`src/rtl/mseq_pkg.sv`:
```
package mseq_pkg;

  localparam int CMD_W   = 16;
  localparam int OP_LSB  = 8;
  localparam int OP_W    = 4;
  localparam int WR_BIT  = 13;
  localparam int DATA_W  = 8;

  localparam logic [OP_W-1:0] OPC_CS_HIGH = 4'h0;
  localparam logic [OP_W-1:0] OPC_CS_LOW  = 4'h1;
  localparam logic [OP_W-1:0] OPC_SHIFT   = 4'h8;

  typedef enum logic [1:0] {
    ACT_NONE,
    ACT_CS_HIGH,
    ACT_CS_LOW,
    ACT_SHIFT
  } act_e;

  typedef struct packed {
    act_e              act;
    logic              wr;
    logic [DATA_W-1:0] data;
  } prim_t;

  localparam int PRIM_W = $bits(prim_t);

  function automatic prim_t decode_cmd(input logic [CMD_W-1:0] w);
    prim_t p;
    logic  rsvd;
    rsvd   = w[15] | w[14] | w[12];
    p.wr   = w[WR_BIT];
    p.data = w[DATA_W-1:0];
    p.act  = ACT_NONE;
    if (!rsvd) begin
      case (w[OP_LSB+OP_W-1:OP_LSB])
        OPC_CS_HIGH: p.act = ACT_CS_HIGH;
        OPC_CS_LOW:  p.act = ACT_CS_LOW;
        OPC_SHIFT:   p.act = ACT_SHIFT;
        default:     p.act = ACT_NONE;
      endcase
    end
    return p;
  endfunction

endpackage

```
`src/rtl/mseq_fifo.sv`:
```
module mseq_fifo #(
  parameter int WIDTH = 11,
  parameter int DEPTH = 4
) (
  input  logic             clk,
  input  logic             rst,
  input  logic             flush,
  input  logic             wr_en,
  input  logic [WIDTH-1:0] wr_data,
  input  logic             rd_en,
  output logic [WIDTH-1:0] rd_data,
  output logic             empty,
  output logic             full
);

  localparam int PW = (DEPTH > 1) ? $clog2(DEPTH) : 1;
  localparam int CW = $clog2(DEPTH + 1);
  localparam logic [PW-1:0] LAST = PW'(DEPTH - 1);

  logic [WIDTH-1:0] mem [DEPTH];
  logic [PW-1:0]    wr_ptr, rd_ptr;
  logic [CW-1:0]    count;

  logic do_wr, do_rd;
  assign do_wr = wr_en && !full;
  assign do_rd = rd_en && !empty;

  assign empty   = (count == '0);
  assign full    = (count == CW'(DEPTH));
  assign rd_data = mem[rd_ptr];

  // storage without reset so it can map to RAM
  always_ff @(posedge clk) begin
    if (do_wr) mem[wr_ptr] <= wr_data;
  end

  always_ff @(posedge clk) begin
    if (rst || flush) begin
      wr_ptr <= '0;
      rd_ptr <= '0;
      count  <= '0;
    end else begin
      if (do_wr) wr_ptr <= (wr_ptr == LAST) ? '0 : wr_ptr + 1'b1;
      if (do_rd) rd_ptr <= (rd_ptr == LAST) ? '0 : rd_ptr + 1'b1;
      case ({do_wr, do_rd})
        2'b10:   count <= count + 1'b1;
        2'b01:   count <= count - 1'b1;
        default: count <= count;
      endcase
    end
  end

  AST_FIFO_BOUND: assert property (@(posedge clk) disable iff (rst)
    count <= CW'(DEPTH)) else $error("queue count past depth");

endmodule

```
`src/rtl/mseq_engine.sv`:
```
module mseq_engine
  import mseq_pkg::*;
#(
  parameter int CLK_DIV = 4
) (
  input  logic  clk,
  input  logic  rst,
  input  logic  en,
  input  logic  avail,
  input  prim_t prim,
  output logic  pop,
  output logic  idle,
  output logic  cs_n,
  output logic  sck,
  output logic  mosi
);

  localparam int HALF = CLK_DIV / 2;
  localparam int DW   = (HALF > 1) ? $clog2(HALF) : 1;
  localparam logic [DW-1:0] HALF_END = DW'(HALF - 1);

  typedef enum logic {ST_IDLE, ST_SHIFT} st_e;

  st_e               state;
  logic [DW-1:0]     div_q;
  logic [2:0]        bit_q;
  logic [DATA_W-1:0] shreg;
  logic              wr_q;
  logic              cs_q, sck_q, mosi_q;

  assign pop  = en && avail && (state == ST_IDLE);
  assign idle = (state == ST_IDLE);
  assign cs_n = cs_q;
  assign sck  = sck_q;
  assign mosi = mosi_q;

  always_ff @(posedge clk) begin
    if (rst || !en) begin
      state  <= ST_IDLE;
      div_q  <= '0;
      bit_q  <= '0;
      shreg  <= '0;
      wr_q   <= 1'b0;
      cs_q   <= 1'b1;
      sck_q  <= 1'b0;
      mosi_q <= 1'b0;
    end else begin
      case (state)
        ST_IDLE: begin
          if (pop) begin
            case (prim.act)
              ACT_CS_HIGH: cs_q <= 1'b1;
              ACT_CS_LOW:  cs_q <= 1'b0;
              ACT_SHIFT: begin
                state  <= ST_SHIFT;
                shreg  <= prim.data;
                wr_q   <= prim.wr;
                mosi_q <= prim.wr & prim.data[DATA_W-1];
                div_q  <= '0;
                bit_q  <= '0;
              end
              default: ;
            endcase
          end
        end
        ST_SHIFT: begin
          if (div_q == HALF_END) begin
            div_q <= '0;
            if (!sck_q) begin
              sck_q <= 1'b1;
            end else begin
              sck_q <= 1'b0;
              if (bit_q == 3'd7) begin
                state  <= ST_IDLE;
                mosi_q <= 1'b0;
              end else begin
                bit_q  <= bit_q + 1'b1;
                shreg  <= {shreg[DATA_W-2:0], 1'b0};
                mosi_q <= wr_q & shreg[DATA_W-2];
              end
            end
          end else begin
            div_q <= div_q + 1'b1;
          end
        end
        default: state <= ST_IDLE;
      endcase
    end
  end

  AST_SCK_IDLE_LOW: assert property (@(posedge clk) disable iff (rst)
    (state == ST_IDLE) |-> !sck_q) else $error("clock high at rest");

endmodule

```
`src/rtl/mseq_link_mux.sv`:
```
module mseq_link_mux (
  input  logic clk,
  input  logic rst,
  input  logic manual,
  input  logic man_cs_n,
  input  logic man_sck,
  input  logic man_mosi,
  input  logic auto_cs_n,
  input  logic auto_sck,
  input  logic auto_mosi,
  output logic cs_n_q,
  output logic sck_q,
  output logic mosi_q
);

  always_ff @(posedge clk) begin
    if (rst) begin
      cs_n_q <= 1'b1;
      sck_q  <= 1'b0;
      mosi_q <= 1'b0;
    end else if (manual) begin
      cs_n_q <= man_cs_n;
      sck_q  <= man_sck;
      mosi_q <= man_mosi;
    end else begin
      cs_n_q <= auto_cs_n;
      sck_q  <= auto_sck;
      mosi_q <= auto_mosi;
    end
  end

  AST_AUTO_PASS: assert property (@(posedge clk) disable iff (rst)
    !manual |=> (cs_n_q == $past(auto_cs_n)) && (sck_q == $past(auto_sck)))
    else $error("automatic channel not passed through");

endmodule

```
`src/rtl/serial_manual_seq.sv`:
```
module serial_manual_seq
  import mseq_pkg::*;
#(
  parameter int FIFO_DEPTH = 4,
  parameter int CLK_DIV    = 4
) (
  input  logic        clk,
  input  logic        rst,
  input  logic        man_en_i,
  input  logic        mux_sel_i,
  input  logic        auto_en_i,
  input  logic        cmd_valid_i,
  input  logic [15:0] cmd_word_i,
  input  logic        auto_cs_n_i,
  input  logic        auto_sck_i,
  input  logic        auto_mosi_i,
  output logic        ser_cs_n_o,
  output logic        ser_sck_o,
  output logic        ser_mosi_o,
  output logic        sync_idle_o,
  output logic        overflow_o
);

  logic  manual;
  logic  push, drop;
  prim_t in_prim, head;
  logic  q_empty, q_full, pop, eng_idle;
  logic  eng_cs_n, eng_sck, eng_mosi;

  assign manual  = man_en_i && mux_sel_i && !auto_en_i;
  assign in_prim = decode_cmd(cmd_word_i);
  assign push    = cmd_valid_i && manual && !q_full;
  assign drop    = cmd_valid_i && manual && q_full;

  mseq_fifo #(
    .WIDTH (PRIM_W),
    .DEPTH (FIFO_DEPTH)
  ) i_queue (
    .clk     (clk),
    .rst     (rst),
    .flush   (!manual),
    .wr_en   (push),
    .wr_data (in_prim),
    .rd_en   (pop),
    .rd_data (head),
    .empty   (q_empty),
    .full    (q_full)
  );

  mseq_engine #(
    .CLK_DIV (CLK_DIV)
  ) i_engine (
    .clk   (clk),
    .rst   (rst),
    .en    (manual),
    .avail (!q_empty),
    .prim  (head),
    .pop   (pop),
    .idle  (eng_idle),
    .cs_n  (eng_cs_n),
    .sck   (eng_sck),
    .mosi  (eng_mosi)
  );

  mseq_link_mux i_mux (
    .clk       (clk),
    .rst       (rst),
    .manual    (manual),
    .man_cs_n  (eng_cs_n),
    .man_sck   (eng_sck),
    .man_mosi  (eng_mosi),
    .auto_cs_n (auto_cs_n_i),
    .auto_sck  (auto_sck_i),
    .auto_mosi (auto_mosi_i),
    .cs_n_q    (ser_cs_n_o),
    .sck_q     (ser_sck_o),
    .mosi_q    (ser_mosi_o)
  );

  always_ff @(posedge clk) begin
    if (rst) begin
      sync_idle_o <= 1'b1;
      overflow_o  <= 1'b0;
    end else begin
      sync_idle_o <= q_empty && eng_idle && !push;
      if (drop) overflow_o <= 1'b1;
    end
  end

  AST_OVF_STICKY: assert property (@(posedge clk) disable iff (rst)
    overflow_o |=> overflow_o) else $error("overflow flag lost");

  AST_IDLE_EMPTY: assert property (@(posedge clk) disable iff (rst)
    sync_idle_o |-> q_empty) else $error("idle with queued work");

  AST_PUSH_BUSY: assert property (@(posedge clk) disable iff (rst)
    push |=> !sync_idle_o) else $error("idle right after accept");

endmodule

```
`config.mk`:
```
export PLATFORM = sky130hd
export DESIGN_NAME = serial_manual_seq
export DESIGN_NICKNAME = d
export VERILOG_FILES = /design/src/rtl/mseq_pkg.sv /design/src/rtl/mseq_fifo.sv /design/src/rtl/mseq_engine.sv /design/src/rtl/mseq_link_mux.sv /design/src/rtl/serial_manual_seq.sv
export SDC_FILE = /design/constraint.sdc
export NUM_CORES = 1
export LEC_CHECK = 0
export ABC_CLOCK_PERIOD_IN_PS = 4900
export BUFFER_PORTS_ARGS = -buffer_cell sky130_fd_sc_hd__buf_2
export CORE_MARGIN = 3
export CORE_UTILIZATION = 65
export CTS_BUF_LIST = sky130_fd_sc_hd__clkbuf_4
export CTS_CLUSTER_SIZE = 8
export DETAILED_ROUTE_END_ITERATION = 8
export PLACE_DENSITY = 0.86
export SLEW_MARGIN = 20
export SYNTH_ARGS = -nofsm -noshare
export SYNTH_HDL_FRONTEND = slang
export SYNTH_SLANG_ARGS = --single-unit
```
`constraint.sdc`:
```
create_clock -name clk -period 4.9 [get_ports clk]
set_clock_uncertainty 0.1 [all_clocks]
set_input_delay 0.49 -clock clk [delete_from_list [all_inputs] [get_ports clk]]
set_output_delay 0.49 -clock clk [all_outputs]
set_load 0.05 [all_outputs]
```
==> results of run 1 <==
[cell families (layout without fill, tap and decap cells)]
family                     Yosys count  count (layout)  share of synthesized area, %
DFF                                 74              74                          62.2
adders and majority gates           11              11                          4.69
buffers and inverters               17              53                          2.83
xor gates and xnor gates             4               4                          1.13
and+or+nand+nor                     79              79                          13.1
muxes                               23              23                          9.47
AOI/OAI and AO/OA                   31              31                          6.64
[cell type report]
| class | instances | area [sq um] | share of cell area [%] |
|---|---|---|---|
| sequential | 74 | 1920 | 56.9 |
| tap | 52 | 65.1 | 1.93 |
| multi-input combinational | 148 | 1080 | 32.0 |
| inverter | 8 | 30.0 | 0.889 |
| timing repair buffer | 29 | 145 | 4.30 |
| clock inverter | 6 | 57.6 | 1.70 |
| clock buffer | 10 | 75.1 | 2.22 |
[final timing paths]
path / endpoint / slack (ps) / cells after the start
max: i_engine.shreg[2] / 2340 / 6
min reg2reg: i_engine.shreg[4] / 360 / 2
max reg2reg: i_engine.shreg[2] / 2340 / 6
min: i_queue.mem[3][2] / 190 / 1
[cell usage in the layout (no fill, tap or decap), drive strengths merged, types with 2 or more instances in the layout]
cell type  synthesis  final
edfxtp            44     44
dfxtp             30     30
buf                8     29
nor2              24     24
mux2i             18     18
a21oi             17     17
nand2             16     16
ha                10     10
clkbuf             1     10
nand3             10     10
inv                8      8
nand2b             7      7
a22oi              6      6
mux4               5      5
clkinv             0      5
and2               4      4
nor3               4      4
nand3b             3      3
xor2               3      3
nand4b             2      2
or3                2      2
a31oi              2      2
[metrics by stage]
step | hold slack [ps] | cell area, sq um | instances | power, W | utilization [%]
detailed placement | 343 | 3240 | 311 | 0.000707 | 72.5
CTS | 159 | 3380 | 327 | 0.00106 | 75.5
global route | 169 | 3380 | 327 | 0.00109 | 75.5
finish | 193 | 3380 | 327 | 0.00105 | 75.5
global placement | 336 | 3240 | 311 | 0.000706 | 72.5
floorplan | 326 | 3090 | 239 | 0.000691 | -
[Yosys cell counts (2+ instances only)]
master / n / share of area [%]
sky130_fd_sc_hd__nand4b_1: 2 / 0.57
sky130_fd_sc_hd__nand2b_1: 7 / 1.4
sky130_fd_sc_hd__ha_1: 10 / 4.0
sky130_fd_sc_hd__nand2_1: 16 / 1.9
sky130_fd_sc_hd__xor2_1: 3 / 0.85
sky130_fd_sc_hd__buf_2: 4 / 0.65
sky130_fd_sc_hd__nand3b_1: 3 / 0.73
sky130_fd_sc_hd__mux4_2: 5 / 3.6
sky130_fd_sc_hd__inv_1: 8 / 0.97
sky130_fd_sc_hd__nor3_1: 3 / 0.49
sky130_fd_sc_hd__a21oi_1: 17 / 2.8
sky130_fd_sc_hd__nand3_1: 9 / 1.5
sky130_fd_sc_hd__buf_4: 3 / 0.73
sky130_fd_sc_hd__a22oi_1: 6 / 1.5
sky130_fd_sc_hd__and2_1: 4 / 0.81
sky130_fd_sc_hd__nor2_1: 24 / 2.9
sky130_fd_sc_hd__or3_1: 2 / 0.40
sky130_fd_sc_hd__mux2i_1: 18 / 5.8
sky130_fd_sc_hd__edfxtp_1: 44 / 43
sky130_fd_sc_hd__dfxtp_1: 30 / 19
[critical path: stages, from the launching register on]
cell,delay [ps]
sky130_fd_sc_hd__dfxtp_1,950
sky130_fd_sc_hd__mux4_2,450
sky130_fd_sc_hd__ha_1,240
sky130_fd_sc_hd__and2b_2,240
sky130_fd_sc_hd__a31o_1,290
sky130_fd_sc_hd__nand3_1,90
sky130_fd_sc_hd__a21oi_1,60
[state kept, by name, indices dropped and copies added, names as in the netlist, 2 cells and up, named ones only]
signal and cells:
i_engine.shreg 7, i_queue.rd_ptr 2, i_queue.wr_ptr 2, i_engine.bit_q 3
i_queue.count 3, i_queue.mem 44
[power groups by stage]
| stage | sequential (W) | combinational [W] | clock, W |
|---|---|---|---|
| detailed placement | 0.000674 | 0.0000329 | 0 |
| global route | 0.000661 | 0.0000364 | 0.000388 |
| finish | 0.000660 | 0.0000331 | 0.000360 |
| global placement | 0.000674 | 0.0000320 | 0 |
| CTS | 0.000660 | 0.0000332 | 0.000367 |
| floorplan | 0.000680 | 0.0000109 | 0 |
[per-layer routing]
layer,vias up,share of wire [%],GRT usage (%)
met5,-,0,0
met1,887,45,25.8
met3,6,5.9,5.61
met4,0,0.87,12.1
met2,64,48,28.8
li1,934,-,-
==> impl.org, run 1 <==
** Drt
- After detailed routing, the average wire length per cell comes to 15.1 um.
- The first TritonRoute pass finished after 5 iterations.
- Routed vias/inst :: 5.78
- DR vias :: 1,891
- In the routed design, unresolved DRC markers number 0.
- For this block, the routed nets add up to 4.94 mm of wire.
- DRC marker count from the first detailed-route iteration :: 128
- Antenna Violating Nets Remaining :: 0

** Synth
- Post-synthesis net count :: 275
- In this run, synthesis inferred 44 flip-flops with an integrated enable.
- Of all flip-flops after synthesis, the portion carrying an async set or reset was 0%.
- Syn Inst Count :: 239
- Post-synth top flop :: sky130_fd_sc_hd__edfxtp_1
- Yosys printed 0 warnings.
- Summing every instance area after synthesis gives 3090 sq um.
- Share of synthesized area occupied by flip-flops and latches :: 62.2%
- A synthesized cell averages 12.9 sq um.
- Distinct cells, synth :: 41
- Counting flops and latches in the post-synthesis netlist gives 74.

** Floorplan
- The floorplan step defined a die boundary enclosing 5620 sq um.
- Die Wd :: 75.0 um
- Vertical die dimension :: 75.0 um
- Once the floorplan was initialized, standard cells occupied 69.1% of the core.
- I/O Pins :: 30
- After floorplanning, the core was divided into 24 placement rows.
- After floorplanning, the core was sized to cover 4470 sq um.

** Worst setup path
- Crit path arrival time :: 2720 ps
- Peak fanout along the critical path :: 17
- The critical path is of the reg -> reg type.
- Data on the critical path is required at its endpoint by 5060 ps.
- The worst setup path is launched from a flip-flop.
- Critical Path Sink Type :: flip-flop

** Global routing
- Global routing finished with a remaining overflow of 0.
- Largest net degree at the start of global routing :: 25
- Global routing consumed, over all layers together, 19.6% of the routing resources.
- Global-route wire length before repair :: 7.89 mm
- The via count of the first global-routing pass was 1,720.
- Initial antenna violation count :: 0

** Power
- Power spread over the standard cell area amounts to 312 nW/um^2.
- Net switching power :: 0.000224 W
- The internal power of the cells totals 0.000830 W.
- Combinational power share :: 3.1%
- The share of total power dissipated in the clock network is 34.2%.
- In this run, flip-flops and latches consume 62.7% of the power.
- Peak supply drop :: 0.292 mV
- For this design the static power due to leakage is 1.14 nW.
- Net switching is 21.2% of the power.

** Final layout
- Post-layout net count :: 306
- From synthesis to final layout, the design area changed by 9.23%.
- Final antenna diode count :: 0
- Of the cells placed in the final design, the portion with a size suffix greater than 1 is 19.3%.
- After filler insertion, the fill cell instance count of the layout stands at 279.

** Timing
- For the pin with the worst max-slew slack, the measured transition is 929 ps.
- The max-slew violation count is 0.
- Setup violations remaining at the end of the flow were counted as 0.
- The worst path uses 52.3% of the clock period.
- Setup total negative slack on the finished layout was measured at 0 ps.
- Worst slew margin relative to its limit :: 38.0%
- Fmax :: 0.390 GHz
- The worst path needs 2560 ps of the cycle, external delays included.
- Setup repair after global routing left no endpoint under its margin.
- Least setup slack across all paths after layout :: 2340 ps
- Count of endpoints failing hold in the final timing report :: 0

** Place
- Gpl congestion :: 0.770
- Port-buffer cells :: 29
- Detailed placement finished with a half-perimeter wire length of 3.29 mm.
- Worst setup timing slack at the placement stage :: 2250 ps

** Clock network
- Post-cts sizing count :: 0
- Skew-Pair Late Insertion Delay :: 400 ps
- TritonCTS built the clock tree.
- # clock sinks :: 74
- The clock tree synthesis step divided the H-tree into 3 levels.
- Cell chosen for the clock root :: sky130_fd_sc_hd__clkbuf_4
- Total CTS buffers :: 9
- Buffers added to address setup during post-CTS repair amount to 0.
- The number of hold buffers added after CTS was 0.
- After clock tree synthesis, the clock-pin slew on the worst setup and hold paths is 110 ps.
- Counting along the longest clock path gives a buffer depth of 2.

** Outcome
- Result of the run :: completed

** Run
- Maximum capacitance violations :: 0

** Min path
- Worst Hold Launch :: cmd_word_i[2]
- Hold Path Class :: in -> reg
(Power assumes the default switching activity.)
==> run 2: changes to the inputs <==
--- a/config.mk
+++ b/config.mk
@@ -5,14 +5,14 @@
 export SDC_FILE = /design/constraint.sdc
 export NUM_CORES = 1
 export LEC_CHECK = 0
-export ABC_CLOCK_PERIOD_IN_PS = 4900
+export ABC_CLOCK_PERIOD_IN_PS = 2700
 export BUFFER_PORTS_ARGS = -buffer_cell sky130_fd_sc_hd__buf_2
 export CORE_MARGIN = 3
-export CORE_UTILIZATION = 65
+export CORE_UTILIZATION = 61
 export CTS_BUF_LIST = sky130_fd_sc_hd__clkbuf_4
 export CTS_CLUSTER_SIZE = 8
 export DETAILED_ROUTE_END_ITERATION = 8
-export PLACE_DENSITY = 0.86
+export PLACE_DENSITY = 0.82
 export SLEW_MARGIN = 20
 export SYNTH_ARGS = -nofsm -noshare
 export SYNTH_HDL_FRONTEND = slang
==> constraint.sdc (replaced) <==
create_clock -name clk -period 2.7 [get_ports clk]
set_clock_uncertainty 0.1 [all_clocks]
set_input_delay 0.27 -clock clk [delete_from_list [all_inputs] [get_ports clk]]
set_output_delay 0.27 -clock clk [all_outputs]
set_load 0.05 [all_outputs]
==> run 2 against run 1 <==
Flip-flop and latch count unchanged. Combinational power up 130%. Sequential power up 82%. Cell area up 6.0%.
==> impl.org, run 2 (same netlist as run 1, synthesis figures left out) <==
** Timing
- Fmax :: 0.433 GHz (was 0.390 GHz)
- Setup repair after global routing missed its margin :: false (unchanged)
- Worst slew margin relative to its limit :: 61.1% (was 38.0%)
- The setup total negative slack was 0 ps (unchanged).
- The transition at the pin with the smallest max-transition slack was 583 ps (was 929 ps).
- Fin crit share :: 85.4% (was 52.3%)
- The number of endpoints failing setup at the final stage is 0 (unchanged).
- The final worst setup slack came to 393 ps (was 2340 ps).
- Count of endpoints failing hold in the final timing report :: 0 (unchanged)
- Shortest clock period the worst path allows after layout :: 2310 ps (was 2560 ps)
- Final max-slew violation count :: 0 (unchanged)

** Min path
- Hold Path Class :: in -> reg (unchanged)
- The number of stages on the worst hold path was 3 (was 1).

** Global routing
- Initial antenna violation count :: 0 (unchanged)
- The largest net degree at the start of global routing is 18 (was 25).
- The residual overflow from global routing is 0 (unchanged).
- The global-route usage over all layers was 20.1% (was 19.6%).
- The via count of the first global-routing pass was 1,969 (was 1,720).
- Global-route wire length before repair :: 9.27 mm (was 7.89 mm)
- The global routing usage on met1 is 26.6% (was 25.8%).
- Met3 usage in global routing :: 4.11% (was 5.61%)
- The met2 track demand over resource in global routing is 32.2% (was 28.8%).
- The most used routing layer in global routing is met2 (unchanged).

** Clock network
- The number of setup buffers added after CTS is 0 (unchanged).
- Clk buf depth :: 2 (unchanged)
- The number of resized instances in the post-cts repair step came to 0 (unchanged).
- Cell chosen for the clock root :: sky130_fd_sc_hd__clkbuf_4 (unchanged)
- Post-CTS clock slew at the launch and capture registers of the worst setup and hold paths :: 120 ps (was 110 ps)
- # clock sinks :: 74 (unchanged)
- The deepest level of the CTS H-tree came to 3 (unchanged).
- Clock tree from TritonCTS :: built (unchanged)
- Skew-Pair Late Insertion Delay :: 400 ps (about the same)
- The CTS buffer count came to 9 (unchanged).
- The number of buffers inserted by hold repair at cts came to 13 (was 0).

** Worst setup path
- The logic depth of the worst register-to-register path is 6 (unchanged).
- Critical path launch point type :: flip-flop (unchanged)
- Crit path arrival time :: 2500 ps (was 2720 ps)
- The kind of capture point of the worst setup path is a flip-flop (unchanged).
- Worst-case register-to-register setup slack :: 390 ps (was 2340 ps)
- The highest net fanout along the worst path came to 7 (was 17).
- The kind of critical path is reg -> reg (unchanged).
- The worst endpoint required time is 2890 ps (was 5060 ps).

** Floorplan
- Die Wd :: 77.2 um (was 75.0 um)
- The effective utilization at floorplan is 64.2% (was 69.1%).
- The die outline height is 77.2 um (was 75.0 um).
- The total core area came to 4820 sq um (was 4470 sq um).
- The count of boundary I/O pins came to 30 (unchanged).
- Row count :: 25 (was 24)
- The die area came to 5960 sq um (was 5620 sq um).

** Place
- Placed cell area :: 3310 sq um (was 3240 sq um)
- Port-buffer cells :: 29 (unchanged)
- The worst setup timing slack at the placement stage was 271 ps (was 2250 ps).
- The placer's final routability congestion estimate was 0.765 (was 0.770).
- HPWL after DPL :: 3.62 mm (was 3.29 mm)

** Drt
- DRC marker count from the first detailed-route iteration :: 116 (was 128)
- The remaining number of nets flagged by the antenna check after routing is 0 (unchanged).
- The post-detailed-route DRC marker count was 0 (unchanged).
- Average wire per cell in the routed design :: 14.9 um (was 15.1 um)
- The total number of vias is 1,980 (was 1,891).
- The final wirelength came to 5.39 mm (was 4.94 mm).
- Routed vias/inst :: 5.48 (was 5.78)
- First-pass detailed-route iteration total :: 4 (was 5)

** Power
- The power density over the cells came to 546 nW/um^2 (was 312 nW/um^2).
- Peak supply drop :: 0.433 mV (was 0.292 mV)
- Pleak :: 1.22 nW (was 1.14 nW)

** Outcome
- Result of the run: completed (unchanged).

** Final layout
- Max reg flops :: 44 (unchanged)
- Leading registers by flop count :: i_queue.mem x44, i_engine.shreg x7 (unchanged)
- The design area is 3580 sq um (was 3380 sq um).
- Layout area overhead :: 15.7% (was 9.23%)
- Most frequent cells in the layout: sky130_fd_sc_hd__edfxtp_1, sky130_fd_sc_hd__dfxtp_1, sky130_fd_sc_hd__buf_2 (unchanged).
- The count of antenna diodes in the layout came to 0 (unchanged).
- The layout net count is 325 (was 306).
- The commonest non-fill, non-tap cell in the layout is sky130_fd_sc_hd__edfxtp_1 (unchanged).
- Top register by number of flip-flops :: i_queue.mem (unchanged)
- Share of cells above drive strength 1 :: 20.4% (was 19.3%)

** Run
- The max-capacitance violation count is 0 (unchanged).
run 2: cell count changes in the layout (fill, tap and decap cells not counted), sizes merged:
cell	delta
clkinvlp	+2
inv	+1
buf	+6
dlygate4sd3	+13
clkinv	-3
run 2: critical path: stages (launching register included):
cell and delay (ps):
sky130_fd_sc_hd__dfxtp_1 570, sky130_fd_sc_hd__mux4_2 580, sky130_fd_sc_hd__ha_1 230, sky130_fd_sc_hd__and2b_2 240, sky130_fd_sc_hd__a31o_1 290, sky130_fd_sc_hd__nand3_1 110
sky130_fd_sc_hd__a21oi_1 70
run 2: layout make-up:
cell class	count	area, sq um
clock buffer	10	75.1
tap	67	83.8
multi-input combinational	148	1080
sequential	74	1920
inverter	8	30.0
clock inverter	6	65.1
timing repair buffer	48	320
fill	340	1240
run 2: worst paths after layout:
kind                           from                end
setup / recovery          flip-flop  i_engine.shreg[6]
hold / removal          cmd_valid_i         overflow_o
setup reg to reg          flip-flop  i_engine.shreg[6]
hold reg to reg   i_engine.shreg[2]  i_engine.shreg[2]
run 2: stage by stage:
stage	hold WS (ps)	total power (W)	util, %	std cells
3_3_place_gp	336	0.00128	68.7	332
2_1_floorplan	239	0.00125	-	239
4_1_cts	44.3	0.00197	74.3	361
6_report	63.3	0.00195	74.3	361
3_5_place_dp	346	0.00129	68.7	332
5_1_grt	55.6	0.00203	74.3	361
run 2: metal layers:
layer	wire length (um)	vias up
li1	-	974
met1	2410	950
met2	2710	54
met3	243	2
met4	29	0
met5	0	-
run 2: report_power, final:
part | internal (W) | leakage (nW) | total (W) | switching, W
Sequential | 0.00120 | 0.632 | 0.00120 | 0.00000128
Clock | 0.000294 | 0.0729 | 0.000678 | 0.000384
Combinational | 0.0000367 | 0.513 | 0.0000773 | 0.0000406
Total | 0.00153 | 1.22 | 0.00195 | 0.000426
==> run 3: changes to the inputs <==
--- a/config.mk
+++ b/config.mk
@@ -7,6 +7,7 @@
 export LEC_CHECK = 0
 export ABC_CLOCK_PERIOD_IN_PS = 2700
 export BUFFER_PORTS_ARGS = -buffer_cell sky130_fd_sc_hd__buf_2
+export CORE_ASPECT_RATIO = 0.75
 export CORE_MARGIN = 3
 export CORE_UTILIZATION = 61
 export CTS_BUF_LIST = sky130_fd_sc_hd__clkbuf_4
==> run 3 against run 2 <==
Sequential power barely moved. Sequential share of layout area fell by 0.094 points. First-iteration DRC count fell by 13%. Routed wire length rose by 6.3%. Flip-flop and latch count did not move. Combinational power increased by 1%. Fmax down 0.36%. Largest power group unchanged. Cell area grew 0.17%.
==> impl.org, run 3 (same netlist as run 1, synthesis figures left out) <==
** Floorplan
- The number of placement rows came to 21 (was 25).
- Die ar. :: 5970 sq um (was 5960 sq um)
- I/O Pins :: 30 (unchanged)
- The effective utilization at floorplan is 66.1% (was 64.2%).
- Core Area :: 4680 sq um (was 4820 sq um)
- Die Wd :: 88.2 um (was 77.2 um)
- Vertical die dimension :: 67.7 um (was 77.2 um)

** Final layout
- The flip-flop count of the largest register, all copies and words added was 44 (unchanged).
- Top register by number of flip-flops :: i_queue.mem (unchanged)
- Most frequent cells in the layout :: sky130_fd_sc_hd__edfxtp_1, sky130_fd_sc_hd__dfxtp_1, sky130_fd_sc_hd__buf_2 (unchanged)
- # fillers :: 304 (was 340)
- The commonest non-fill, non-tap cell in the layout was sky130_fd_sc_hd__edfxtp_1 (unchanged).
- The area taken by multi-input logic gates is 1080 sq um (unchanged).
- Share of cells above drive strength 1 :: 20.7% (was 20.4%)
- Leading registers by flop count: i_queue.mem x44, i_engine.shreg x7 (unchanged).
- The layout net count came to 326 (was 325).
- Layout area overhead :: 15.9% (was 15.7%)
- Flip-flop and latch area :: 1920 sq um (unchanged)
- Final antenna diode count :: 0 (unchanged)

** Worst setup path
- Critical path launch point type :: flip-flop (unchanged)
- Worst R2R Start :: i_queue.count[0]
- The arrival time at the worst endpoint came to 2560 ps (was 2500 ps).
- The logic depth of the worst register-to-register path came to 8 (was 6).
- Critical Path Sink Type :: flip-flop (unchanged)
- Setup CP Type :: reg -> reg (unchanged)
- The endpoint of the lowest-slack register-to-register path is i_queue.count[2] (was i_engine.shreg[6]).
- Peak fanout along the critical path :: 5 (was 7)
- Worst path required time :: 2940 ps (was 2890 ps)
- Worst-case register-to-register setup slack :: 380 ps (was 390 ps)

** Power
- The worst vdd rail ir drop is 0.419 mV (was 0.433 mV).
- Power share of the clock group :: 36.5% (was 34.7%)
- Power density over cell area :: 561 nW/um^2 (was 546 nW/um^2)
- The overall power of the completed layout was 0.00201 W (was 0.00195 W).
- The combinational share of power was 3.9% (was 4.0%).
- The fraction of power spent switching nets came to 23.6% (was 21.8%).
- The internal cell power was 0.00154 W (was 0.00153 W).
- Sequential cell fraction of total power :: 59.6% (was 61.3%)
- Net switching power :: 0.000475 W (was 0.000426 W)
- The reported leakage power came to 1.23 nW (was 1.22 nW).

** Timing
- The portion of the clock cycle consumed by the worst path in the final layout was 85.7% (was 85.4%).
- Setup repair after global routing missed its margin: false (unchanged).
- Final max-slew violation count :: 0 (unchanged)
- Worst slew margin relative to its limit :: 58.5% (was 61.1%)
- The highest achievable clock rate came to 0.432 GHz (was 0.433 GHz).
- The final critical-path required period is 2320 ps (was 2310 ps).
- The setup total negative slack is 0 ps (unchanged).
- The count of final hold-check violations came to 0 (unchanged).
- Slew @ Worst Pin :: 622 ps (was 583 ps)
- The number of endpoints failing setup at the final stage was 0 (unchanged).

** Global routing
- Vias in the first global route :: 1,906 (was 1,969)
- Initial antenna violation count :: 0 (unchanged)
- The global-route usage over all layers is 21.5% (was 20.1%).
- Total grt overflow :: 0 (unchanged)
- The first-pass GRT wire length is 9.34 mm (was 9.27 mm).
- The largest net degree at the start of global routing came to 18 (unchanged).

** Min path
- The worst hold endpoint is overflow_o (unchanged).
- Hold Path Class :: in -> reg (unchanged)
- Worst Hold Path Cells :: 3 (unchanged)
- The launch instance of the worst min-delay path is cmd_valid_i (unchanged).

** Drt
- The number of vias per cell came to 5.68 (was 5.48).
- DR vias :: 2,001 (was 1,980)
- Post-detailed-route DRC marker count :: 0 (unchanged)
- WL final :: 5.73 mm (was 5.39 mm)
- Average wire per cell in the routed design :: 16.3 um (was 14.9 um)
- The number of optimization iterations in the first detailed-route pass was 4 (unchanged).
- Antenna Violating Nets Remaining :: 0 (unchanged)
- DRC marker count from the first detailed-route iteration :: 101 (was 116)

** Clock network
- The number of resized instances in the post-cts repair step is 0 (unchanged).
- The clock tree root buffer cell is sky130_fd_sc_hd__clkbuf_4 (unchanged).
- Total CTS buffers :: 9 (unchanged)
- The CTS tree was built (unchanged).
- The number of setup buffers added after CTS came to 0 (unchanged).
- The clock edge transition at the registers on the reported setup and hold paths was 130 ps (was 120 ps).
- H-tree lvl count :: 3 (unchanged)
- Skew-Pair Late Insertion Delay :: 430 ps (was 400 ps)
- Clk buf depth :: 2 (unchanged)
- The count of clock tree sinks came to 74 (unchanged).

** Run
- Maximum capacitance violations :: 0 (unchanged)

** Outcome
- Result of the run: completed (unchanged).

** Place
- The HPWL reported at the end of detailed placement came to 3.83 mm (was 3.62 mm).
- The count of buffers inserted at the top-level ports came to 29 (unchanged).
- The placer's final routability congestion estimate was 0.696 (was 0.765).
-- run 3: cell count changes in the layout (fill, tap and decap cells not counted), sizes merged --
cell | before | now
buf | 35 | 36
inv | 9 | 13
clkbuf | 10 | 9
clkinvlp | 2 | 1
clkinv | 2 | 0
-- run 3: per-stage QoR --
stage / worst slack, ps / instances / util [%] / hold WS [ps] / instance area, sq um
3_5_place_dp: 240 / 323 / 70.6 / 341 / 3300
2_1_floorplan: 559 / 239 / - / 239 / 3090
3_3_place_gp: 328 / 323 / 70.6 / 335 / 3300
5_1_grt: 244 / 352 / 76.6 / 11.0 / 3580
6_report: 385 / 352 / 76.6 / 31.9 / 3580
4_1_cts: 416 / 352 / 76.6 / 21.1 / 3580
-- run 3: power groups by stage --
stage | combinational (W) | sequential (W) | clock (W)
2_1_floorplan | 0.0000197 | 0.00123 | 0
3_3_place_gp | 0.0000609 | 0.00122 | 0
3_5_place_dp | 0.0000627 | 0.00122 | 0
4_1_cts | 0.0000781 | 0.00120 | 0.000738
5_1_grt | 0.0000849 | 0.00120 | 0.000794
6_report | 0.0000783 | 0.00120 | 0.000733
-- run 3: area by class of cell --
cell class	count	share of cell area, %
Sequential cell	74	53.6
Clock buffer	9	1.88
Inverter	8	0.838
Clock inverter	7	2.34
Multi-Input combinational cell	148	30.2
Tap cell	57	1.99
Timing Repair Buffer	49	9.14
-- run 3: repair_timing --
item	4_1_cts	5_1_grt
hold buffers	13	0
endpoints found under the hold margin	41	0
endpoints found under the setup margin	0	0
-- run 3: worst max-delay path by stage --
stage | from | end | slack [ps] | cells past startpoint
floorplan | auto_en_i | i_queue.count[2] | 560 | 8
global placement | auto_en_i | i_queue.count[2] | 330 | 9
detailed placement | auto_en_i | i_queue.count[2] | 240 | 9
CTS | i_queue.count[0] | i_queue.count[2] | 420 | 8
global route | i_queue.count[0] | i_queue.count[2] | 240 | 8
finish | i_queue.count[0] | i_queue.count[2] | 380 | 8
-- run 3: routing by layer --
layer,GRT usage (%),up-vias,part of all wire [%]
met4,8.68,0,1.3
met1,29.2,951,47
met3,6.71,8,6.4
li1,-,973,-
met5,0,-,0
met2,32.6,69,46
-- run 3: worst max-delay path: stages (launching register included) --
cell and delay, ps:
sky130_fd_sc_hd__dfxtp_1 460, sky130_fd_sc_hd__nor3_1 110, sky130_fd_sc_hd__nor3_2 280, sky130_fd_sc_hd__ha_1 260
sky130_fd_sc_hd__inv_1 70, sky130_fd_sc_hd__fa_1 380, sky130_fd_sc_hd__xor2_1 160, sky130_fd_sc_hd__or3_1 310
sky130_fd_sc_hd__a21oi_1 140
